$ cat config.mk
export PLATFORM = sky130hd
export DESIGN_NAME = dparb_top
export DESIGN_NICKNAME = d
export VERILOG_FILES = /design/src/rtl/dparb_pkg.sv /design/src/rtl/dparb_arrival.sv /design/src/rtl/dparb_core.sv /design/src/rtl/dparb_wgate.sv /design/src/rtl/dparb_top.sv
export SDC_FILE = /design/constraint.sdc
export NUM_CORES = 1
export LEC_CHECK = 0
export ABC_CLOCK_PERIOD_IN_PS = 3200
export CAP_MARGIN = 20
export CORE_MARGIN = 10
export CORE_UTILIZATION = 47
export CTS_CLUSTER_DIAMETER = 120
export DETAILED_ROUTE_END_ITERATION = 10
export DONT_BUFFER_PORTS = 1
export SKIP_CTS_REPAIR_TIMING = 1
export SLEW_MARGIN = 15
export SYNTH_ARGS = -nofsm -noshare
export SYNTH_HDL_FRONTEND = slang
export SYNTH_SLANG_ARGS = --single-unit
export TNS_END_PERCENT = 100
$ cat constraint.sdc
create_clock -name clk -period 3.2 [get_ports clk]
set_input_delay 0.64 -clock clk [delete_from_list [all_inputs] [get_ports clk]]
set_output_delay 0.64 -clock clk [all_outputs]
set_load 0.03 [all_outputs]
$ cat src/rtl/dparb_pkg.sv
package dparb_pkg;

    typedef enum logic [1:0] {
        OWN_NONE  = 2'd0,
        OWN_LEFT  = 2'd1,
        OWN_RIGHT = 2'd2
    } owner_e;

    typedef struct packed {
        owner_e owner;
        logic   l_busy_n;
        logic   r_busy_n;
    } core_st_t;

    localparam int unsigned NPORT = 2;
    localparam int unsigned PL    = 0;
    localparam int unsigned PR    = 1;

endpackage

$ cat src/rtl/dparb_arrival.sv
module dparb_arrival #(
    parameter int unsigned AW = 15
) (
    input  logic          clk,
    input  logic          rst_n,
    input  logic          ce,
    input  logic [AW-1:0] addr,
    output logic          stable
);
    typedef struct packed {
        logic          ce;
        logic [AW-1:0] addr;
    } arr_st_t;

    arr_st_t st_d, st_q;

    always_comb begin
        st_d      = st_q;
        st_d.ce   = ce;
        st_d.addr = addr;
        stable    = st_q.ce && ce && (st_q.addr == addr);
    end

    always_ff @(posedge clk or negedge rst_n) begin
        if (!rst_n) st_q <= '0;
        else        st_q <= st_d;
    end


    stable_needs_prior_chk: assert property (@(posedge clk) disable iff (!rst_n)
        stable |-> (ce && $past(ce) && addr == $past(addr)));
endmodule

$ cat src/rtl/dparb_core.sv
module dparb_core
    import dparb_pkg::*;
#(
    parameter int unsigned AW = 15
) (
    input  logic          clk,
    input  logic          rst_n,
    input  logic          master_mode,
    input  logic          l_ce,
    input  logic [AW-1:0] l_addr,
    input  logic          r_ce,
    input  logic [AW-1:0] r_addr,
    input  logic          l_stable,
    input  logic          r_stable,
    output logic          l_lose,
    output logic          r_lose,
    output logic          l_busy_n,
    output logic          r_busy_n
);
    core_st_t st_d, st_q;
    logic     match;

    always_comb begin
        st_d  = st_q;
        match = l_ce && r_ce && (l_addr == r_addr);
        if (!master_mode || !match) begin
            st_d.owner = OWN_NONE;
        end else if (st_q.owner == OWN_NONE) begin
            if (r_stable && !l_stable) st_d.owner = OWN_RIGHT;
            else                       st_d.owner = OWN_LEFT;
        end
        l_lose        = (st_d.owner == OWN_RIGHT);
        r_lose        = (st_d.owner == OWN_LEFT);
        st_d.l_busy_n = !l_lose;
        st_d.r_busy_n = !r_lose;
    end

    always_ff @(posedge clk or negedge rst_n) begin
        if (!rst_n) st_q <= '{owner: OWN_NONE, l_busy_n: 1'b1, r_busy_n: 1'b1};
        else        st_q <= st_d;
    end

    assign l_busy_n = st_q.l_busy_n;
    assign r_busy_n = st_q.r_busy_n;


    one_loser_chk: assert property (@(posedge clk) disable iff (!rst_n)
        (l_busy_n || r_busy_n));


    no_match_release_chk: assert property (@(posedge clk) disable iff (!rst_n)
        !(l_ce && r_ce && l_addr == r_addr) |=> (l_busy_n && r_busy_n));


    slave_quiet_chk: assert property (@(posedge clk) disable iff (!rst_n)
        !master_mode |=> (l_busy_n && r_busy_n));


    hold_left_loss_chk: assert property (@(posedge clk) disable iff (!rst_n)
        (!l_busy_n && master_mode && l_ce && r_ce && l_addr == r_addr) |=> !l_busy_n);


    hold_right_loss_chk: assert property (@(posedge clk) disable iff (!rst_n)
        (!r_busy_n && master_mode && l_ce && r_ce && l_addr == r_addr) |=> !r_busy_n);
endmodule

$ cat src/rtl/dparb_wgate.sv
module dparb_wgate
    import dparb_pkg::*;
(
    input  logic             clk,
    input  logic             rst_n,
    input  logic             master_mode,
    input  logic [NPORT-1:0] ce,
    input  logic [NPORT-1:0] we,
    input  logic [NPORT-1:0] lose,
    input  logic [NPORT-1:0] busy_in_n,
    output logic [NPORT-1:0] wr_en
);
    for (genvar p = 0; p < NPORT; p++) begin : g_port
        logic block;
        always_comb begin
            block    = master_mode ? lose[p] : !busy_in_n[p];
            wr_en[p] = ce[p] && we[p] && !block;
        end


        slave_block_chk: assert property (@(posedge clk) disable iff (!rst_n)
            (!master_mode && !busy_in_n[p]) |-> !wr_en[p]);


        loser_block_chk: assert property (@(posedge clk) disable iff (!rst_n)
            (master_mode && lose[p]) |-> !wr_en[p]);
    end
endmodule

$ cat src/rtl/dparb_top.sv
module dparb_top
    import dparb_pkg::*;
#(
    parameter int unsigned AW = 15
) (
    input  logic          clk,
    input  logic          rst_n,
    input  logic          master_mode,
    input  logic          l_ce,
    input  logic          l_we,
    input  logic [AW-1:0] l_addr,
    input  logic          r_ce,
    input  logic          r_we,
    input  logic [AW-1:0] r_addr,
    input  logic          l_busy_in_n,
    input  logic          r_busy_in_n,
    output logic          l_busy_n,
    output logic          r_busy_n,
    output logic          l_wr_en,
    output logic          r_wr_en
);
    logic [NPORT-1:0]         ce_v, we_v, stable_v, lose_v, bin_v, wen_v;
    logic [NPORT-1:0][AW-1:0] addr_v;

    assign ce_v   = {r_ce, l_ce};
    assign we_v   = {r_we, l_we};
    assign bin_v  = {r_busy_in_n, l_busy_in_n};
    assign addr_v = {r_addr, l_addr};

    for (genvar p = 0; p < NPORT; p++) begin : g_arr
        dparb_arrival #(.AW(AW)) arr_i (
            .clk    (clk),
            .rst_n  (rst_n),
            .ce     (ce_v[p]),
            .addr   (addr_v[p]),
            .stable (stable_v[p])
        );
    end

    dparb_core #(.AW(AW)) core_i (
        .clk         (clk),
        .rst_n       (rst_n),
        .master_mode (master_mode),
        .l_ce        (l_ce),
        .l_addr      (l_addr),
        .r_ce        (r_ce),
        .r_addr      (r_addr),
        .l_stable    (stable_v[PL]),
        .r_stable    (stable_v[PR]),
        .l_lose      (lose_v[PL]),
        .r_lose      (lose_v[PR]),
        .l_busy_n    (l_busy_n),
        .r_busy_n    (r_busy_n)
    );

    dparb_wgate wgate_i (
        .clk         (clk),
        .rst_n       (rst_n),
        .master_mode (master_mode),
        .ce          (ce_v),
        .we          (we_v),
        .lose        (lose_v),
        .busy_in_n   (bin_v),
        .wr_en       (wen_v)
    );

    assign l_wr_en = wen_v[PL];
    assign r_wr_en = wen_v[PR];


    master_ignores_bin_chk: assert property (@(posedge clk) disable iff (!rst_n)
        (master_mode && !(l_ce && r_ce && l_addr == r_addr)) |-> (l_wr_en == (l_ce && l_we)));
endmodule

==> impl_metrics.csv <==
group,metric,value,unit
status,status,"complete, no violations",
floorplan,io_pins,43,
yosys,ys_ff_latch,36,
placement,hpwlAfterDp,2423,µm
critical_path,startpoint,"g_arr[1].arr_i.st_q[6]",
clocking,numCtsBuffers,5,
yosys,synth_xor_area_frac,0.2618,
detailed_routing,ant_nets,0,
critical_path,slowest_delay,0.54,ns
sta,slew_headroom,0.7469,
sta,fin_tns_setup,0,ns
critical_path,start_kind,"register",
yosys,synthTopCellsByCount,"dfrtp_1, xor2_1, xnor2_1",
pwr,total_power,0.0008055,W
critical_path,path_class,"reg2out",
floorplan,row_count,20,
flow_run,maxCapViolCount,0,
yosys,synth-simple-area-share,0.1047,
critical_path,cp_data_arrival_time,2.20,ns
detailed_routing,drc,0,
yosys,ys_types,17,
clocking,cts.sinks,36,
layout,n_antenna_cell,0,
floorplan,dieArea,0.005866,mm²
floorplan,die_x,76.59,µm
pwr,power.leakage,0.7019,nW
clocking,cts_root_buf,"clkbuf_4",
yosys,synth_async_sr_flop_share,1.000,
sta,max_freq,351.9,MHz
placement,post-place-ws,0.4632,ns
detailed_routing,drt-total-wl,3095,µm
global_route,grt_pass1_wl,5112,µm
pwr,ir_drop,0.3116,mV
floorplan,initial_core_util,0.4930,
yosys,synthFlopType,"dfrtp_1",
min_path,min_path_type,"in2async",
yosys,synth_compound_area_frac,0.02826,
placement,gp_congestion,0.7708,
critical_path,cp_top_family,"simple AND/OR/NAND/NOR gates",
yosys,synth_area_leader_cell,"dfrtp_1",
sta,setup_ws,0.3580,ns
critical_path,worstReg2RegStart,"g_arr[1].arr_i.st_q[6]",
detailed_routing,first_iter_violations,20,
yosys,synth_edf_count,0,
clocking,clk_pin_slew,0.10,ns
clocking,insertion_delay,0.34,ns
sta,tightest_slew,0.3762,ns
global_route,grtUsageTotal,0.1119,
sta,grt_setup_unrepaired,"false",
global_route,antenna_found_initial,0,
yosys,ys_warn_count,0,
yosys,synthCells,113,
yosys,synth.net_count,152,
critical_path,worstPathRequired,2.56,ns
layout,synthToLayoutAreaGrowth,9.892,%
yosys,synth.top_cell.area_share,0.5653,
global_route,grt_max_degree,37,
clocking,cts.htree.levels,2,
detailed_routing,wire_per_inst,18.42,µm
yosys,synth_area,0.001505,mm²
critical_path,crit_path_top_delay_cell,"or4_4",
sta,hold_viol_final,0,
placement,port-buffer-count,0,
sta,setup-violations-final,0,
critical_path,critPathCaptureType,"output pin",
yosys,synthAdderAreaFrac,0,
critical_path,cp.buffers_inverters,1,
sta,slew_violations,0,
sta,period_share,0.8881,
sta,clock_skew,0.006413,ns
critical_path,cp_cell_sequence,"xor2_1, or4_4, nor4_4, nand3_2, a21oi_1, buf_4",
clocking,cts_tree,"yes",
global_route,overflow,0,
yosys,yosysMostFrequentCell,"dfrtp_1",
yosys,synth_top_family_by_area,"XOR/XNOR gates",
floorplan,die_h,76.59,µm
layout,drive_above_1_share,0.1210,
sta,fin_crit,2.842,ns
yosys,synth.mux.area_fraction,0,
detailed_routing,via_per_inst,5.137,
yosys,synth_seq_area_share,0.6002,
yosys,ys_top_cells_by_area,"dfrtp_1, xor2_1, xnor2_1",
yosys,syn_avg_cell_area,13.32,µm²
critical_path,critPathMaxFanout,3,
layout,final_nets,162,
detailed_routing,first_pass_iters,3,
pwr,powerDensity,487.0,mW/mm²
critical_path,ff2ff_setup_slack,1.41,ns
floorplan,core_area,0.003053,mm²
detailed_routing,vias,863,
clocking,cts_buffer_depth,2,
global_route,grt_pass1_vias,997,
[cells by family (layout without fill, tap and decap cells)]
group           count (synthesis)  after routing
compound gates                  7              7
xor+xnor                       45             45
buf+inv                         2             13
flops                          36             36
simple gates                   23             23
[cell type report]
class	count	area, µm²
clock buffer	8	58.81
fill	272	1399
inverter	2	7.507
multi-input combinational	75	594.3
sequential	36	903.4
tap	44	55.05
timing repair buffer	3	35.03
[layout by cell type (no fill, tap or decap), types with 4 or more instances in the layout]
cell type / synthesis / layout
nand2_1: 4 / 4
xor2_1: 33 / 33
nor4_1: 8 / 8
nand4_1: 4 / 4
dfrtp_1: 34 / 34
clkbuf_4: 0 / 5
a21oi_1: 4 / 4
xnor2_1: 12 / 12
[state kept, by name, summed over array words and instances, names as in the netlist]
register	count
core_i.r_busy_n	1
g_arr.arr_i.st_q	32
core_i.l_busy_n	1
core_i.st_q	2
[metrics by stage]
stage,utilization,hold WS (ns),instance area (µm²),cells
2_1_floorplan,-,0.3444,1505,113
3_3_place_gp,0.5160,0.3458,1575,159
3_5_place_dp,0.5160,0.3459,1575,159
4_1_cts,0.5352,-0.03576,1634,167
5_1_grt,0.5418,0.09986,1654,168
6_report,0.5418,0.1162,1654,168
[where the power goes]
group,switching [W],internal (W)
registers,0.00000841,0.000475
logic,0.0000358,0.0000363
clock network,0.000141,0.000108
total,0.000186,0.000620
[layer usage]
layer  part of all wire  GRT usage
met4              0.032    0.07435
met3               0.11    0.06132
met2               0.47     0.1684
met1               0.39     0.1182
met5                  0          0
[final timing paths]
kind	to	cells past startpoint
max	r_wr_en	6
min	g_arr[0].arr_i.st_q[12]	1
max reg2reg	core_i.st_q[2]	5
min reg2reg	core_i.l_busy_n	2
max in group asynchronous	g_arr[0].arr_i.st_q[15]	1
min in group clk	g_arr[0].arr_i.st_q[12]	0
Power figures use the tool's default switching activity.
